===== config.mk =====
export PLATFORM = sky130hd
export DESIGN_NAME = rst_seq_mgr
export DESIGN_NICKNAME = d
export VERILOG_FILES = /design/src/rtl/rst_seq_mgr.sv
export SDC_FILE = /design/constraint.sdc
export NUM_CORES = 1
export LEC_CHECK = 0
export BUFFER_PORTS_ARGS = -buffer_cell sky130_fd_sc_hd__buf_4
export CORE_MARGIN = 2
export CORE_UTILIZATION = 53
export CTS_CLUSTER_DIAMETER = 80
export DETAILED_ROUTE_END_ITERATION = 8
export GPL_ROUTABILITY_DRIVEN = 0
export GPL_TIMING_DRIVEN = 0
export HOLD_SLACK_MARGIN = 0.03
export PLACE_DENSITY = 0.75
export SLEW_MARGIN = 30
export SYNTH_ARGS = -nofsm -noshare
export SYNTH_HDL_FRONTEND = slang
export SYNTH_SLANG_ARGS = --single-unit

===== constraint.sdc =====
create_clock -name clk -period 2.4 [get_ports clk]
set_input_delay 0.24 -clock clk [delete_from_list [all_inputs] [get_ports clk]]
set_output_delay 0.24 -clock clk [all_outputs]
set_load 0.01 [all_outputs]

===== src/rtl/rst_seq_mgr.sv =====
module rst_seq_mgr #(
  parameter longint CLK_HZ       = 20_000_000,
  parameter longint POR_NS       = 1_000_000,
  parameter longint WARM_NS      = 150,
  parameter longint REC_NS       = 120,
  parameter longint ABORT_NS     = 25_000,
  parameter int     VM_W         = 8,
  parameter logic [VM_W-1:0] VM_DEFAULT   = 8'hA5,
  parameter logic [VM_W-1:0] VM_ZERO_MASK = 8'h0F
) (
  input  logic            clk,
  input  logic            supply_good,
  input  logic            rst_pin_n,
  input  logic            supply_low,
  input  logic            pd_req,
  input  logic            flash_busy,
  input  logic            wr_req,
  output logic            ready,
  output logic            in_reset,
  output logic            pmmr_clr,
  output logic            mcell_clr,
  output logic            gen_clr,
  output logic            vm_load,
  output logic [VM_W-1:0] vm_init,
  output logic            flash_abort,
  output logic            wr_go,
  output logic            pd_mode
);

  function automatic longint to_cyc(longint ns);
    longint c;
    c = (CLK_HZ * ns + 64'd999_999_999) / 64'd1_000_000_000;
    return (c < 2) ? 2 : c;
  endfunction

  localparam int POR_CYC   = int'(to_cyc(POR_NS));
  localparam int WARM_CYC  = int'(to_cyc(WARM_NS));
  localparam int REC_CYC   = int'(to_cyc(REC_NS));
  localparam int ABORT_CYC = int'(to_cyc(ABORT_NS));
  localparam int CW = $clog2((POR_CYC > WARM_CYC ? POR_CYC : WARM_CYC) + 1);
  localparam int RW = $clog2(REC_CYC + 1);
  localparam int AW = $clog2(ABORT_CYC + 1);

  typedef enum logic [2:0] {S_PWR, S_LOW, S_ARMED, S_REC, S_RUN} st_t;

  st_t           st;
  logic [1:0]    sync;
  logic          cold, qual, qcold, from_run, from_rec;
  logic [CW-1:0] cnt;
  logic [RW-1:0] rcnt;
  logic [AW-1:0] acnt;

  wire           pin_s  = sync[1];
  wire [CW-1:0]  need   = cold ? CW'(POR_CYC) : CW'(WARM_CYC);
  wire [CW-1:0]  cnt_nx = cnt + 1'b1;
  wire           rec_done = (rcnt >= RW'(REC_CYC - 1)) && (acnt == '0);

  always_ff @(posedge clk or negedge supply_good) begin
    if (!supply_good) sync <= 2'b11;
    else              sync <= {sync[0], rst_pin_n};
  end

  always_ff @(posedge clk or negedge supply_good) begin
    if (!supply_good) begin
      st       <= S_PWR;
      cold     <= 1'b1;
      qual     <= 1'b0;
      qcold    <= 1'b0;
      from_run <= 1'b0;
      from_rec <= 1'b0;
      cnt      <= '0;
      rcnt     <= '0;
      acnt     <= '0;
    end else begin
      qual <= 1'b0;
      if (acnt != '0) acnt <= acnt - 1'b1;
      case (st)
        S_PWR: if (!pin_s) begin
          st <= S_LOW; cnt <= CW'(1); from_run <= 1'b0; from_rec <= 1'b0;
        end
        S_RUN: if (!pin_s) begin
          st <= S_LOW; cnt <= CW'(1); from_run <= 1'b1; from_rec <= 1'b0;
        end
        S_REC: begin
          if (!pin_s) begin
            st <= S_LOW; cnt <= CW'(1); from_run <= 1'b0; from_rec <= 1'b1;
          end else if (rec_done) begin
            st <= S_RUN;
          end else if (rcnt < RW'(REC_CYC - 1)) begin
            rcnt <= rcnt + 1'b1;
          end
        end
        S_LOW: begin
          if (!pin_s) begin
            cnt <= cnt_nx;
            if (cnt_nx == need) begin
              st    <= S_ARMED;
              qual  <= 1'b1;
              qcold <= cold;
              cold  <= 1'b0;
              if (flash_busy) acnt <= AW'(ABORT_CYC);
            end
          end else begin
            rcnt <= '0;
            if (from_rec)      st <= S_REC;
            else if (from_run) st <= S_RUN;
            else               st <= S_PWR;
          end
        end
        S_ARMED: if (pin_s) begin
          st <= S_REC; rcnt <= '0;
        end
        default: st <= S_PWR;
      endcase
    end
  end

  assign ready       = (st == S_RUN) || (st == S_LOW && from_run);
  assign in_reset    = !ready;
  assign gen_clr     = qual;
  assign vm_load     = qual;
  assign pmmr_clr    = qual & qcold;
  assign mcell_clr   = qual & qcold;
  assign vm_init     = VM_DEFAULT & ~VM_ZERO_MASK;
  assign flash_abort = (acnt != '0);
  assign wr_go       = wr_req & ready & !supply_low;
  assign pd_mode     = pd_req & ready;

  assert_strobe_in_reset_R6: assert property (@(posedge clk) disable iff (!supply_good)
    gen_clr |-> in_reset);
  assert_single_strobe_R4: assert property (@(posedge clk) disable iff (!supply_good)
    gen_clr |=> !gen_clr);
  assert_abort_blocks_ready_R8: assert property (@(posedge clk) disable iff (!supply_good)
    flash_abort |-> !ready);
  assert_ready_from_recovery_R6: assert property (@(posedge clk) disable iff (!supply_good)
    $rose(ready) |-> $past(st == S_REC));
  assert_cold_strobe_once_R5: assert property (@(posedge clk) disable iff (!supply_good)
    pmmr_clr |=> !pmmr_clr && !mcell_clr);
  assert_no_strobe_while_ready_R3: assert property (@(posedge clk) disable iff (!supply_good)
    ready |-> !gen_clr && !vm_load);

endmodule


# After elaboration in Yosys (flattened, before gate mapping)
# Index checks and enable logic that the tools add are counted.
# Widths: inputs -> output; s select.
# classes
addsub,3
magnitude_cmp,2
bitwise,5
n_eq_ne,18
n_mux,30
n_reduce_logical,22
# ops
op,n
$mux 15,3
$mux 9,5
$pmux 15 s2,1
$mux 3,8
$ne 2x2->1 const B,10
$add 15x1->15 const B,1
$eq 15x15->1,1
$pmux 3 s4,1
$reduce_and 3->1,4
$logic_not 9->1,1
$reduce_bool 9->1,1
$sub 9x1->9 const B,1
$mux 2,4
$reduce_bool 2->1,4
$eq 3x2->1 const B,2
$ne 3x3->1 const B,2
$reduce_or 2->1,3
$mux 1,5
$reduce_and 5->1,1
$and 1x1->1,4
$pmux 1 s2,2
$pmux 2 s2,1
$reduce_and 4->1,1
$eq 3x1->1 const B,1
11 further kinds,13
# word_totals
regBits,36
input_bits,7
word_cells,90

# Longest topological paths before layout
# logic_depth
word_depth,6
depth_mapped,9
mapped_depth_nobuf,8

# Worst setup path after synthesis
# No wires, ideal clock.
# synth_path
path_type,reg-to-reg
from,register acnt[0]
to,register st[0]
path_stages_with_launch,9
t_required_ns,2.281
slack_ns,-0.060
n_path_buf,0
arrival_time_ns,2.341
path_cell_list,dfrtp_1 -> inv_1 -> ha_1 -> or4b_4 -> nor4b_4 -> a221oi_2 -> or3_1 -> o22a_1 -> o21a_1
# synth_between
elab_chain_cells,4
# synth_rtl
element,line,source
start: declaration,51,logic [AW-1:0] acnt;
start signal: assignment,76,if (acnt != '0) acnt <= acnt - 1'b1;
start signal: assignment,101,if (flash_busy) acnt <= AW'(ABORT_CYC);
$logic_not 9->1,56,wire rec_done = (rcnt >= RW'(REC_CYC - 1)) && (acnt == '0);
$logic_and 1x1->1,56,
$ne 3x3->1 (no source line),n/a,
$reduce_and 4->1 (no source line),n/a,
end signal: assignment,65,st <= S_PWR;
end signal: assignment,79,st <= S_LOW; cnt <= CW'(1); from_run <= 1'b0; from_rec <= 1'b0;
end signal: assignment,82,st <= S_LOW; cnt <= CW'(1); from_run <= 1'b1; from_rec <= 1'b0;
end: declaration,46,st_t st;
# Every way passes these cells.
# A chain may end at the register's enable or synchronous reset.

# Worst setup path after layout
# layout_path
from,register cnt[0]
to,register qcold
# layout_between
elab_chain_cells,3
# layout_rtl
element,line,source
start: declaration,49,logic [CW-1:0] cnt;
start signal: assignment,95,cnt <= cnt_nx;
$add 15x1->15,55,wire [CW-1:0] cnt_nx = cnt + 1'b1;
$eq 15x15->1,96,if (cnt_nx == need) begin
$reduce_and 3->1 (no source line),n/a,
end signal: assignment,99,qcold <= cold;
end: declaration,48,"logic cold, qual, qcold, from_run, from_rec;"
# Every way passes these cells.

==> results by group <==
Detailed routing
  – Routed vias: 2012
  – Via density: 5.604
  – Starting DRT DRC Count: 167
  – Routed WL: 4.792 mm
  – Final antenna-violating net count: 0
  – # DRC: 0
  – Drt first pass iters: 4
  – Routed length per instance: 13.35 µm

Outcome
  – Violated checks: setup timing
  – Status: complete, but fails checks

Logic synthesis
  – Post-synth top area share: 0.3640
  – Ranking of synthesized cells by area: dfrtp_1, o21ai_0, nand2_1
  – Synth cell types: 52
  – Avg Cell Area, Syn: 8.528 µm²
  – Sequential area share after synthesis: 0.3988
  – Yosys warns: 0
  – Asr flop ratio synth: 1.000
  – Flops & latches, synth: 36
  – Top cells by count, synth: dfrtp_1, nand2_1, o21ai_0
  – Cell taking the most area after synthesis: dfrtp_1
  – Most common cell in the netlist: dfrtp_1
  – Post-synth top flop: dfrtp_1
  – Cells after Synth: 266
  – Synth Cell Area: 0.002268 mm²
  – Post-synth EDFFs: 0

Finish
  – Share of post-route cells with drive strength above 1: 0.2330
  – Area delta synth->final: 21.79%
  – Ant. Diodes: 0
  – Fin nets: 318
  – Final Non-Filler Cells: 359
  – Fill count: 325

STA
  – Slew HR: 0.6432
  – Final setup vio count: 1
  – Final min period: 2.413 ns
  – Hold Vio Cnt, Final: 0
  – Worst slew pin tran: 0.5332 ns
  – Setup ws final: -0.01345 ns
  – RSZ-0062 raised after global routing: yes
  – Fin crit share: 1.006
  – F_max: 414.3 MHz
  – WHS: 0.04368 ns
  – Max Slew Vio Count: 0
  – Final clock skew: 0.009537 ns

Clock tree
  – Root buf cell: clkbuf_8
  – H-tree depth: 2
  – Clk_lat worst skew: 0.30 ns
  – CTS tree: done
  – Clock slew at reported path FFs: 0.08 ns
  – Clock sinks: 36
  – Clk buf depth: 2
  – CTS Buf Count: 5

Pwr
  – Static Leak: 1.156 nW
  – Worst vdd ir: 0.0005392 V
  – Total power: 2.568 mW
  – P per Cell Area: 929.7 mW/mm²

GRT
  – Global-route wire length before repair: 8.452 mm
  – Via count of the first global-routing pass: 1859
  – Antenna violations before repair: 0
  – Global-route usage over all layers: 0.2142
  – Largest net degree at the start of global routing: 37
  – Global route total overflow: 0

Placed design
  – Placed insts: 337
  – Port Buf Inserts: 15
  – Hpwl dp: 3.186 mm

Die
  – Cell row count: 23
  – I/O pin count: 24
  – Core area: 0.004058 mm²
  – Die X: 69.42 µm
  – Die H: 69.42 µm
  – Initial core utilization: 0.5591
  – Total die area: 0.004819 mm²

Setup path
  – Worst setup startpoint: cnt[0]$_DFFE_PN0P_
  – Crit path top cell by count: buf_4
  – CP max FO: 5
  – Register-to-Register Path Depth: 10
  – Critical path required time: 2.58 ns
  – Crit path kind: reg -> reg
  – R2R setup slack: -0.01 ns
  – Critical Path AT: 2.59 ns
  – Worst r2r dst: qcold$_DFFE_PN0P_
  – Critical Path End Type: register
  – Startpoint types: register
  – Reg-to-Reg Start: cnt[0]$_DFFE_PN0P_
  – Crit-path slowest cell: dfrtp_1
  – Crit-path cells: ha_4, nand4_1, buf_4, buf_4, o31a_1, o21ai_0, nor4_2, buf_4, o211ai_1, mux2_2
  – Max incr delay on CP: 0.41 ns

Worst hold path
  – Worst Hold Class: in -> reg
  – Hold EP: sync[0]$_DFF_PN1_
  – Hold path startpoint: rst_pin_n
  – Min-Delay Path Depth: 1

Job
  – Max_cap viols: 0
## how the worst max path moves through the flow
stage	endpoint	cells past startpoint
2_1_floorplan	st[0]$_DFFE_PN0P_	8
3_5_place_dp	acnt[1]$_DFF_PN0_	7
3_3_place_gp	acnt[1]$_DFF_PN0_	7
6_report	qcold$_DFFE_PN0P_	10
5_1_grt	qcold$_DFFE_PN0P_	10
4_1_cts	flash_abort	7
## state kept, by name, summed over array words and instances (netlist names)
register / flops
acnt: 9
cnt: 15
cold: 1
from_rec: 1
from_run: 1
gen_clr: 1
qcold: 1
rcnt: 2
st: 3
sync: 2
## critical path, delay by kind of cell (launching register included)
family / cells / cell delay (ns)
AOI/OAI and AO/OA: 3 / 0.66
buffers and inverters: 3 / 0.50
DFF: 1 / 0.41
muxes: 1 / 0.36
and+or+nand+nor: 2 / 0.19
adders and majority gates: 1 / 0.17
## layout make-up
type                       count  area [µm²]  share of cell area
timing repair buffer          30       231.5             0.08379
clock inverter                 2       35.03             0.01268
multi-input combinational    203        1284              0.4647
inverter                      11       41.29             0.01495
buffer                        21       131.4             0.04755
clock buffer                   6       72.57             0.02627
tap                           50       62.56             0.02264
sequential                    36       904.6              0.3274
## power breakdown
part / leakage [nW] / internal, mW / switching, mW
combinational: 0.650 / 0.518 / 0.595
clock: 0.0552 / 0.308 / 0.227
sequential: 0.451 / 0.759 / 0.162
total: 1.16 / 1.58 / 0.984
## kinds of logic after synthesis
group / share of synthesized area
AO/OA/AOI/OAI: 0.1864
XOR/XNOR: 0.03475
adder cells (fa/ha/maj): 0.01655
buffers and inverters: 0.07336
flip-flops: 0.3988
multiplexers: 0.009377
other: 0.003311
AND/OR/NAND/NOR: 0.2774
## per-stage QoR
stage,cell area (µm²),utilization,setup slack [ns],setup TNS [ns]
3_5_place_dp,2466,0.6078,-0.3093,-2.903
3_3_place_gp,2466,0.6078,-0.2635,-2.085
5_1_grt,2763,0.6809,-0.06505,-0.1758
6_report,2763,0.6809,-0.01345,-0.01345
2_1_floorplan,2291,-,0.03822,0
4_1_cts,2686,0.6620,0.001268,0
## metal layers
| layer | up-vias | track usage | share of wire |
|---|---|---|---|
| met3 | 7 | 0.04360 | 0.039 |
| met4 | 0 | 0.08279 | 0.013 |
| met1 | 950 | 0.2799 | 0.45 |
| met5 | - | 0 | 0 |
| met2 | 38 | 0.3494 | 0.49 |
| li1 | 1017 | - | - |
## placed cells by master, fill, tap and decap left out, types with 5 or more instances in the layout
cell type / netlist / final
clkbuf_8: 0 / 5
o211ai_1: 5 / 5
xnor2_1: 7 / 7
clkbuf_1: 8 / 5
nor2_1: 29 / 29
nand2_1: 30 / 30
and2_1: 7 / 7
a21oi_1: 11 / 10
o41ai_1: 5 / 5
dfrtp_1: 33 / 33
nand3_1: 6 / 6
inv_1: 11 / 11
nand4_1: 5 / 5
o21ai_0: 30 / 29
nor3_1: 6 / 5
conb_1: 2 / 8
buf_4: 10 / 38
## timing repair
| item | in CTS | in global routing |
|---|---|---|
| endpoints found under the hold margin | 33 | 0 |
| hold buffers | 1 | 0 |
| resized for setup | 6 | 13 |
| setup endpoints to repair | 19 | 19 |
| pin swaps | 5 | 6 |
| setup buffers | 10 | 4 |
Power figures use the tool's default switching activity.
